## src/rtl/gh_pkg.sv

```systemverilog
package gh_pkg;
  localparam int GH_LINES  = 16;
  localparam int GH_WORDS  = 4;
  localparam int GH_ADDR_W = 12;
  localparam int GH_DATA_W = 32;

  typedef enum logic {
    SRC_L1    = 1'b0,
    SRC_SMALL = 1'b1
  } fetch_src_e;
endpackage

```

## src/rtl/gh_data.sv

```systemverilog
module gh_data #(
  parameter int LINES  = 16,
  parameter int WORDS  = 4,
  parameter int DATA_W = 32,
  localparam int IDX_W  = $clog2(LINES),
  localparam int OFF_W  = $clog2(WORDS),
  localparam int LINE_W = WORDS * DATA_W
) (
  input  logic              clk,
  input  logic              wr_en,
  input  logic [IDX_W-1:0]  wr_idx,
  input  logic [LINE_W-1:0] wr_line,
  input  logic [IDX_W-1:0]  rd_idx,
  input  logic [OFF_W-1:0]  rd_off,
  output logic [DATA_W-1:0] rd_word
);
  logic [LINE_W-1:0] store_q [LINES];
  logic [LINE_W-1:0] sel_line;

  // instruction words carry no reset; residency is governed by the metadata
  always_ff @(posedge clk) begin
    if (wr_en) begin
      store_q[wr_idx] <= wr_line;
    end
  end

  always_comb begin
    sel_line = store_q[rd_idx];
    rd_word  = sel_line[int'(rd_off) * DATA_W +: DATA_W];
  end
endmodule

```

## src/rtl/gh_meta.sv

```systemverilog
module gh_meta #(
  parameter int LINES = 16,
  parameter int WORDS = 4,
  parameter int ID_W  = 6,
  localparam int IDX_W = $clog2(LINES),
  localparam int OFF_W = $clog2(WORDS)
) (
  input  logic             clk,
  input  logic             rst_n,
  input  logic             fill_en,
  input  logic [IDX_W-1:0] fill_idx,
  input  logic [ID_W-1:0]  fill_id,
  input  logic             ns_set_en,
  input  logic [IDX_W-1:0] ns_set_idx,
  input  logic             nt_set_en,
  input  logic [IDX_W-1:0] nt_src_idx,
  input  logic [OFF_W-1:0] nt_src_off,
  input  logic [IDX_W-1:0] nt_tgt_idx,
  input  logic [IDX_W-1:0] q_idx,
  input  logic [OFF_W-1:0] q_off,
  input  logic [ID_W-1:0]  q_id,
  output logic             resident,
  output logic             ns_cur,
  output logic             nt_cur
);
  logic [LINES-1:0]             valid_v;
  logic [LINES-1:0]             ns_v;
  logic [LINES-1:0][WORDS-1:0]  nt_v;
  logic [LINES-1:0][LINES-1:0]  tl_v;
  logic [LINES-1:0][ID_W-1:0]   id_v;
  logic [LINES-1:0]             kill_mask;
  logic [IDX_W-1:0]             fill_prev;

  // lines whose target links must go when a slot is refilled: the slot itself
  // and every line recorded as linking into it
  always_comb begin
    fill_prev = fill_idx - 1'b1;
    kill_mask = '0;
    if (fill_en) begin
      kill_mask = tl_v[fill_idx] | (LINES'(1) << fill_idx);
    end
  end

  for (genvar j = 0; j < LINES; j++) begin : g_line
    logic             v_q, v_d;
    logic             ns_q, ns_d;
    logic [WORDS-1:0] nt_q, nt_d;
    logic [LINES-1:0] tl_q, tl_d;
    logic [ID_W-1:0]  id_q, id_d;

    always_comb begin
      v_d  = v_q;
      ns_d = ns_q;
      id_d = id_q;
      nt_d = kill_mask[j] ? '0 : nt_q;
      tl_d = tl_q & ~kill_mask;
      if (fill_en && fill_idx == IDX_W'(j)) begin
        v_d  = 1'b1;
        ns_d = 1'b0;
        tl_d = '0;
        id_d = fill_id;
      end
      if (fill_en && fill_prev == IDX_W'(j)) begin
        ns_d = 1'b0;
      end
      if (ns_set_en && ns_set_idx == IDX_W'(j)) begin
        ns_d = 1'b1;
      end
      if (nt_set_en && nt_src_idx == IDX_W'(j)) begin
        nt_d[nt_src_off] = 1'b1;
      end
      if (nt_set_en && nt_tgt_idx == IDX_W'(j)) begin
        tl_d[nt_src_idx] = 1'b1;
      end
    end

    always_ff @(posedge clk or negedge rst_n) begin
      if (!rst_n) begin
        v_q  <= 1'b0;
        ns_q <= 1'b0;
        nt_q <= '0;
        tl_q <= '0;
        id_q <= '0;
      end else begin
        v_q  <= v_d;
        ns_q <= ns_d;
        nt_q <= nt_d;
        tl_q <= tl_d;
        id_q <= id_d;
      end
    end

    assign valid_v[j] = v_q;
    assign ns_v[j]    = ns_q;
    assign nt_v[j]    = nt_q;
    assign tl_v[j]    = tl_q;
    assign id_v[j]    = id_q;
  end

  assign resident = valid_v[q_idx] && (id_v[q_idx] == q_id);
  assign ns_cur   = ns_v[q_idx];
  assign nt_cur   = nt_v[q_idx][q_off];

  AST_FILL_OWN_CLEAR: assert property (@(posedge clk) disable iff (!rst_n)
    fill_en |=> valid_v[$past(fill_idx)] && !ns_v[$past(fill_idx)] && (nt_v[$past(fill_idx)] == '0));

  AST_FILL_PRED_CLEAR: assert property (@(posedge clk) disable iff (!rst_n)
    fill_en && !(ns_set_en && ns_set_idx == fill_prev) |=> !ns_v[$past(fill_prev)]);

  AST_FILL_ID_LOADED: assert property (@(posedge clk) disable iff (!rst_n)
    fill_en |=> id_v[$past(fill_idx)] == $past(fill_id));
endmodule

```

## src/rtl/gh_decide.sv

```systemverilog
module gh_decide
  import gh_pkg::*;
#(
  parameter int IDX_W   = 4,
  parameter int OFF_W   = 2,
  parameter int LADDR_W = 10
) (
  input  logic               clk,
  input  logic               rst_n,
  input  logic               fetch_valid,
  input  logic               fetch_taken,
  input  logic [LADDR_W-1:0] fetch_line,
  input  logic [OFF_W-1:0]   fetch_off,
  input  logic               true_miss,
  input  logic               ns_cur,
  input  logic               nt_cur,
  output fetch_src_e         src_q,
  output logic               ns_set_en,
  output logic [IDX_W-1:0]   ns_set_idx,
  output logic               nt_set_en,
  output logic [IDX_W-1:0]   nt_src_idx,
  output logic [OFF_W-1:0]   nt_src_off
);
  fetch_src_e         src_d;
  logic               last_v_q, last_v_d;
  logic               last_tk_q, last_tk_d;
  logic [LADDR_W-1:0] last_line_q, last_line_d;
  logic [OFF_W-1:0]   last_off_q, last_off_d;
  logic               l1_fetch, self_link, nt_eff, ns_eff, go_small;

  always_comb begin
    l1_fetch   = fetch_valid && (src_q == SRC_L1);
    ns_set_idx = last_line_q[IDX_W-1:0];
    nt_src_idx = last_line_q[IDX_W-1:0];
    nt_src_off = last_off_q;
    ns_set_en  = l1_fetch && last_v_q && !last_tk_q && (&last_off_q) &&
                 (fetch_line == LADDR_W'(last_line_q + 1'b1));
    nt_set_en  = l1_fetch && last_v_q && last_tk_q &&
                 !(true_miss && (last_line_q[IDX_W-1:0] == fetch_line[IDX_W-1:0]));
    // a transfer to itself gains its link in the very cycle it is tested
    self_link  = nt_set_en && (last_line_q == fetch_line) && (last_off_q == fetch_off);
    nt_eff     = (nt_cur && !true_miss) || self_link;
    ns_eff     = ns_cur && !true_miss;
    go_small   = fetch_taken ? nt_eff : (!(&fetch_off) || ns_eff);
  end

  always_comb begin
    src_d       = src_q;
    last_v_d    = last_v_q;
    last_tk_d   = last_tk_q;
    last_line_d = last_line_q;
    last_off_d  = last_off_q;
    if (fetch_valid) begin
      src_d       = go_small ? SRC_SMALL : SRC_L1;
      last_v_d    = 1'b1;
      last_tk_d   = fetch_taken;
      last_line_d = fetch_line;
      last_off_d  = fetch_off;
    end
  end

  always_ff @(posedge clk or negedge rst_n) begin
    if (!rst_n) begin
      src_q       <= SRC_L1;
      last_v_q    <= 1'b0;
      last_tk_q   <= 1'b0;
      last_line_q <= '0;
      last_off_q  <= '0;
    end else begin
      src_q       <= src_d;
      last_v_q    <= last_v_d;
      last_tk_q   <= last_tk_d;
      last_line_q <= last_line_d;
      last_off_q  <= last_off_d;
    end
  end

  AST_IDLE_HOLD: assert property (@(posedge clk) disable iff (!rst_n)
    !fetch_valid |=> $stable(src_q));

  AST_MIDLINE_SMALL: assert property (@(posedge clk) disable iff (!rst_n)
    fetch_valid && !fetch_taken && !(&fetch_off) |=> src_q == SRC_SMALL);

  AST_LINE_END_NO_LINK: assert property (@(posedge clk) disable iff (!rst_n)
    fetch_valid && !fetch_taken && (&fetch_off) && !ns_cur |=> src_q == SRC_L1);

  AST_TAKEN_NO_LINK: assert property (@(posedge clk) disable iff (!rst_n)
    fetch_valid && fetch_taken && !nt_cur && !nt_set_en |=> src_q == SRC_L1);
endmodule

```

## src/rtl/gh_fetch_filter.sv

```systemverilog
module gh_fetch_filter
  import gh_pkg::*;
#(
  parameter int LINES  = GH_LINES,
  parameter int WORDS  = GH_WORDS,
  parameter int ADDR_W = GH_ADDR_W,
  parameter int DATA_W = GH_DATA_W,
  localparam int IDX_W   = $clog2(LINES),
  localparam int OFF_W   = $clog2(WORDS),
  localparam int ID_W    = ADDR_W - IDX_W - OFF_W,
  localparam int LADDR_W = ADDR_W - OFF_W,
  localparam int LINE_W  = WORDS * DATA_W
) (
  input  logic              clk,
  input  logic              rst_n,
  input  logic              fetch_valid,
  input  logic [ADDR_W-1:0] fetch_addr,
  input  logic              fetch_taken,
  input  logic [LINE_W-1:0] l1_line,
  output logic              from_small,
  output logic [DATA_W-1:0] small_word,
  output logic              line_present
);
  logic [OFF_W-1:0]   f_off;
  logic [LADDR_W-1:0] f_line;
  logic [IDX_W-1:0]   f_idx;
  logic [ID_W-1:0]    f_id;
  fetch_src_e         src;
  logic               resident, ns_cur, nt_cur, true_miss;
  logic               ns_set_en, nt_set_en;
  logic [IDX_W-1:0]   ns_set_idx, nt_src_idx;
  logic [OFF_W-1:0]   nt_src_off;

  assign f_off  = fetch_addr[OFF_W-1:0];
  assign f_line = fetch_addr[ADDR_W-1:OFF_W];
  assign f_idx  = f_line[IDX_W-1:0];
  assign f_id   = fetch_addr[ADDR_W-1 -: ID_W];

  assign from_small   = (src == SRC_SMALL);
  assign line_present = resident;
  assign true_miss    = fetch_valid && !from_small && !resident;

  gh_decide #(.IDX_W(IDX_W), .OFF_W(OFF_W), .LADDR_W(LADDR_W)) u_decide (
    .clk         (clk),
    .rst_n       (rst_n),
    .fetch_valid (fetch_valid),
    .fetch_taken (fetch_taken),
    .fetch_line  (f_line),
    .fetch_off   (f_off),
    .true_miss   (true_miss),
    .ns_cur      (ns_cur),
    .nt_cur      (nt_cur),
    .src_q       (src),
    .ns_set_en   (ns_set_en),
    .ns_set_idx  (ns_set_idx),
    .nt_set_en   (nt_set_en),
    .nt_src_idx  (nt_src_idx),
    .nt_src_off  (nt_src_off)
  );

  gh_meta #(.LINES(LINES), .WORDS(WORDS), .ID_W(ID_W)) u_meta (
    .clk        (clk),
    .rst_n      (rst_n),
    .fill_en    (true_miss),
    .fill_idx   (f_idx),
    .fill_id    (f_id),
    .ns_set_en  (ns_set_en),
    .ns_set_idx (ns_set_idx),
    .nt_set_en  (nt_set_en),
    .nt_src_idx (nt_src_idx),
    .nt_src_off (nt_src_off),
    .nt_tgt_idx (f_idx),
    .q_idx      (f_idx),
    .q_off      (f_off),
    .q_id       (f_id),
    .resident   (resident),
    .ns_cur     (ns_cur),
    .nt_cur     (nt_cur)
  );

  gh_data #(.LINES(LINES), .WORDS(WORDS), .DATA_W(DATA_W)) u_data (
    .clk     (clk),
    .wr_en   (true_miss),
    .wr_idx  (f_idx),
    .wr_line (l1_line),
    .rd_idx  (f_idx),
    .rd_off  (f_off),
    .rd_word (small_word)
  );

  AST_HIT_PROVEN: assert property (@(posedge clk) disable iff (!rst_n)
    fetch_valid && from_small |-> resident);

  AST_MISS_FILLS: assert property (@(posedge clk) disable iff (!rst_n)
    true_miss |=> $past(fetch_addr) != fetch_addr || !fetch_valid || from_small || resident);
endmodule

```

## config.mk

```make
export PLATFORM = sky130hd
export DESIGN_NAME = gh_fetch_filter
export DESIGN_NICKNAME = d
export VERILOG_FILES = /design/src/rtl/gh_pkg.sv /design/src/rtl/gh_data.sv /design/src/rtl/gh_meta.sv /design/src/rtl/gh_decide.sv /design/src/rtl/gh_fetch_filter.sv
export SDC_FILE = /design/constraint.sdc
export NUM_CORES = 2
export LEC_CHECK = 0
export BUFFER_PORTS_ARGS = -buffer_cell sky130_fd_sc_hd__clkbuf_2
export CAP_MARGIN = 40
export CORE_AREA = 2 2 472 474
export DETAILED_ROUTE_END_ITERATION = 16
export DIE_AREA = 0 0 474 476
export GPL_TIMING_DRIVEN = 1
export SETUP_SLACK_MARGIN = 0.1
export SLEW_MARGIN = 20
export SYNTH_ARGS = -nofsm -noshare
export SYNTH_HDL_FRONTEND = slang
export SYNTH_SLANG_ARGS = --single-unit
export TNS_END_PERCENT = 30
```

## constraint.sdc

```tcl
create_clock -name clk -period 6.4 [get_ports clk]
set_input_delay 1.28 -clock clk [delete_from_list [all_inputs] [get_ports clk]]
set_output_delay 1.28 -clock clk [all_outputs]
set_load 0.005 [all_outputs]
```

==> impl_metrics.yaml <==
run_status:
  status: "finished clean"
power_and_ir_drop:
  ir_drop_v: 0.000258
  p_per_area_nw_per_um2: 314
  p_leak_nw: 37.7
cts:
  cts_tree: "built"
  cts-hold-fix-buffers: 0
  postCtsResizedCells: 0
  clk_pin_slew_ns: 0.06
  root_buffer: "clkbuf_16"
  cts_max_path_buffers: 4
  clkLatencyLatePin_ns: 0.92
  postCtsSetupBuffers: 0
  numCtsBuffers: 277
  cts.htree.levels: 5
  cts_sinks: 2495
placement:
  dpl_cell_area_sq_um: 104000
  place_hpwl_microns: 144000
  gp_congestion: 0.796
  numPortBuffers: 177
detailed_routing:
  first_pass_iters: 7
  drc: 0
  wl_per_cell_microns: 31.4
  drtAntennaViolNets: 0
  drt_iter0_markers: 4763
  wirelength_microns: 253000
  dr_total_vias: 48400
  via_per_inst: 6.01
finish:
  areaGrowthSynthToFinish_pct: 14.4
  layout_commonest_cell: "edfxtp_1"
  post-route-cell-area_sq_um: 113000
  final_cell_mix: "2,048 x edfxtp_1, 777 x mux4_2, 447 x dfrtp_1"
  final_net_count: 5029
  fillCellCount: 17400
  drive_above_1_share_pct: 32.8
worst_setup_path:
  cp.depth: 11
  timing.rr.start: "u_meta.g_line[14].id_q[5]"
  timing_worst_setup_path_type: "in -> out"
  required_ns: 5.12
  r2r-end: "u_data.store_q[14][90]"
  worst-path-max-fanout: 41
  cp_num_buf_inv: 5
  cp.arrival_ns: 4.27
  crit_chain: "buf_8 -> buf_12 -> nor2b_1 -> buf_4 -> a22oi_1 -> a21oi_1 -> o221ai_1 -> o31a_1 -> nor3_1 -> buf_4 -> clkbuf_2"
  r2r_setup_slack_ns: 2.46
  critPathCaptureType: "output pin"
  critPathMostFrequentCell: "buf_4"
  reg2regPathDepth: 8
  critPathLaunchType: "primary input"
  slowest_delay_ns: 0.39
  crit_start: "fetch_addr[2]"
  critPathTopFamily: "buffers and inverters"
  endpoint: "line_present"
  slowest_stage: "buf_8"
synthesis:
  synthArstFlopShare_pct: 17.9
  ys_ff_latch: 2495
  synth_edf_count: 2048
  netlist_area_sq_um: 98800
  yosysSeqAreaShare_pct: 73.6
  synthCells: 4545
  yosysWarningCount: 0
  synth_ff_type: "edfxtp_1"
  ys_types: 63
  syn_avg_cell_area_sq_um: 21.7
  synth_fp_nets: 4693
global_routing:
  grt_pass1_wl_microns: 368000
  grt_max_degree: 140
  grt_pass1_vias: 50400
  grt_use_total_pct: 22.7
  overflow: 0
  antenna_found_initial: 54
floorplan:
  num_rows: 173
  die_h_microns: 476
  pin_count: 178
  dieArea_sq_um: 226000
  start_util_pct: 44.7
  die_w_microns: 474
  fp.coreArea_sq_um: 221000
timing:
  max_freq_mhz: 180
  whs_ns: 0.439
  drv_slew: 0
  period_share_pct: 86.7
  setup-tns-final_ns: 0
  grt_setup_unrepaired: "false"
  slew_headroom_pct: 40.9
  setup_viol: 0
  worst_pin_slew_ns: 0.887
  finalHoldViolCount: 0
  period_needed_ns: 5.55
  skew_ns: 0.0596
flow_run:
  cap_viol_max_count: 0
hold_path:
  holdCritPathClass: "in -> async"
final cells by class:
cell class	instances	area (sq um)	area share, %
clock inverter	117	928	0.822
timing repair buffer	373	3440	3.04
sequential	2495	72700	64.3
inverter	35	246	0.218
tap	2975	3720	3.29
clock buffer	353	7510	6.64
antenna	14	35.0	0.0310
multi-input combinational	1699	24400	21.6
sequential cells by signal (all words and copies together), names as in the netlist:
name	cells
u_decide.last_line_q	10
u_meta.g_line.v_q	16
u_decide.nt_src_off	2
u_decide.last_v_q	1
u_meta.g_line.tl_q	240
u_data.store_q	2048
u_meta.g_line.ns_q	16
u_meta.g_line.nt_q	64
u_decide.last_tk_q	1
u_decide.src_q	1
u_meta.g_line.id_q	96
metrics by stage:
stage / setup slack, ns / cells / utilization [%] / power [mW]
floorplan: 0.0573 / 4545 / - / 19.9
global placement: 0.638 / 7569 / 47.3 / 20.8
detailed placement: 0.582 / 7574 / 47.3 / 20.9
CTS: 0.832 / 8044 / 51.1 / 35.8
global route: 0.745 / 8057 / 51.1 / 36.6
finish: 0.851 / 8061 / 51.1 / 35.5
worst min path at each step:
| stage | startpoint | end | slack [ns] | depth (start not counted) |
|---|---|---|---|---|
| after floorplan | u_meta.g_line[10].v_q | u_meta.g_line[10].v_q | 0.43 | 1 |
| after global placement | u_meta.g_line[10].v_q | u_meta.g_line[10].v_q | 0.44 | 1 |
| after detailed placement | u_meta.g_line[10].v_q | u_meta.g_line[10].v_q | 0.45 | 1 |
| after CTS | rst_n | u_meta.g_line[0].nt_q[3] | 0.47 | 1 |
| after global routing | u_meta.g_line[2].v_q | u_meta.g_line[2].v_q | 0.48 | 1 |
| final | rst_n | u_meta.g_line[2].nt_q[2] | 0.44 | 1 |
cells by family after synthesis:
group	count (synthesis)	share of synthesized area (%)
mux	933	19.4
xor+xnor	23	0.204
buf+inv	351	1.68
compound gates	452	3.63
simple gates	287	1.40
fa+ha+maj	4	0.0507
flops	2495	73.6
power breakdown:
part / switching (mW) / internal [mW] / total (mW) / leakage (nW)
Combinational: 1.26 / 1.03 / 2.30 / 9.08
Clock: 6.16 / 8.85 / 15.0 / 4.16
Sequential: 0.179 / 18.0 / 18.2 / 24.5
synthesized netlist by cell type, types with 31 or more instances:
cell type  count  share of area [%]
inv_1         32               0.12
edfxtp_1    2048                 62
nor2_1        69               0.26
o21ai_0       74               0.37
dfrtp_1      447                 11
mux2_2       106                1.2
clkbuf_1     129               0.49
nand2_1       87               0.33
mux4_2       777                 18
o2bb2ai_1    219                1.9
buf_2        116               0.59
buf_4         31               0.24
nand2b_1      43               0.27
a22o_1        38               0.34
mux2i_1       42               0.43
layer usage:
| metal | global-route usage, % | vias to the layer above | share of wire [%] |
|---|---|---|---|
| li1 | - | 19800 | - |
| met1 | 31.5 | 26500 | 42 |
| met2 | 37.4 | 1608 | 50 |
| met3 | 3.74 | 440 | 5.6 |
| met4 | 6.28 | 20 | 2.6 |
| met5 | 0 | - | 0.051 |
Power figures use the tool's default switching activity.
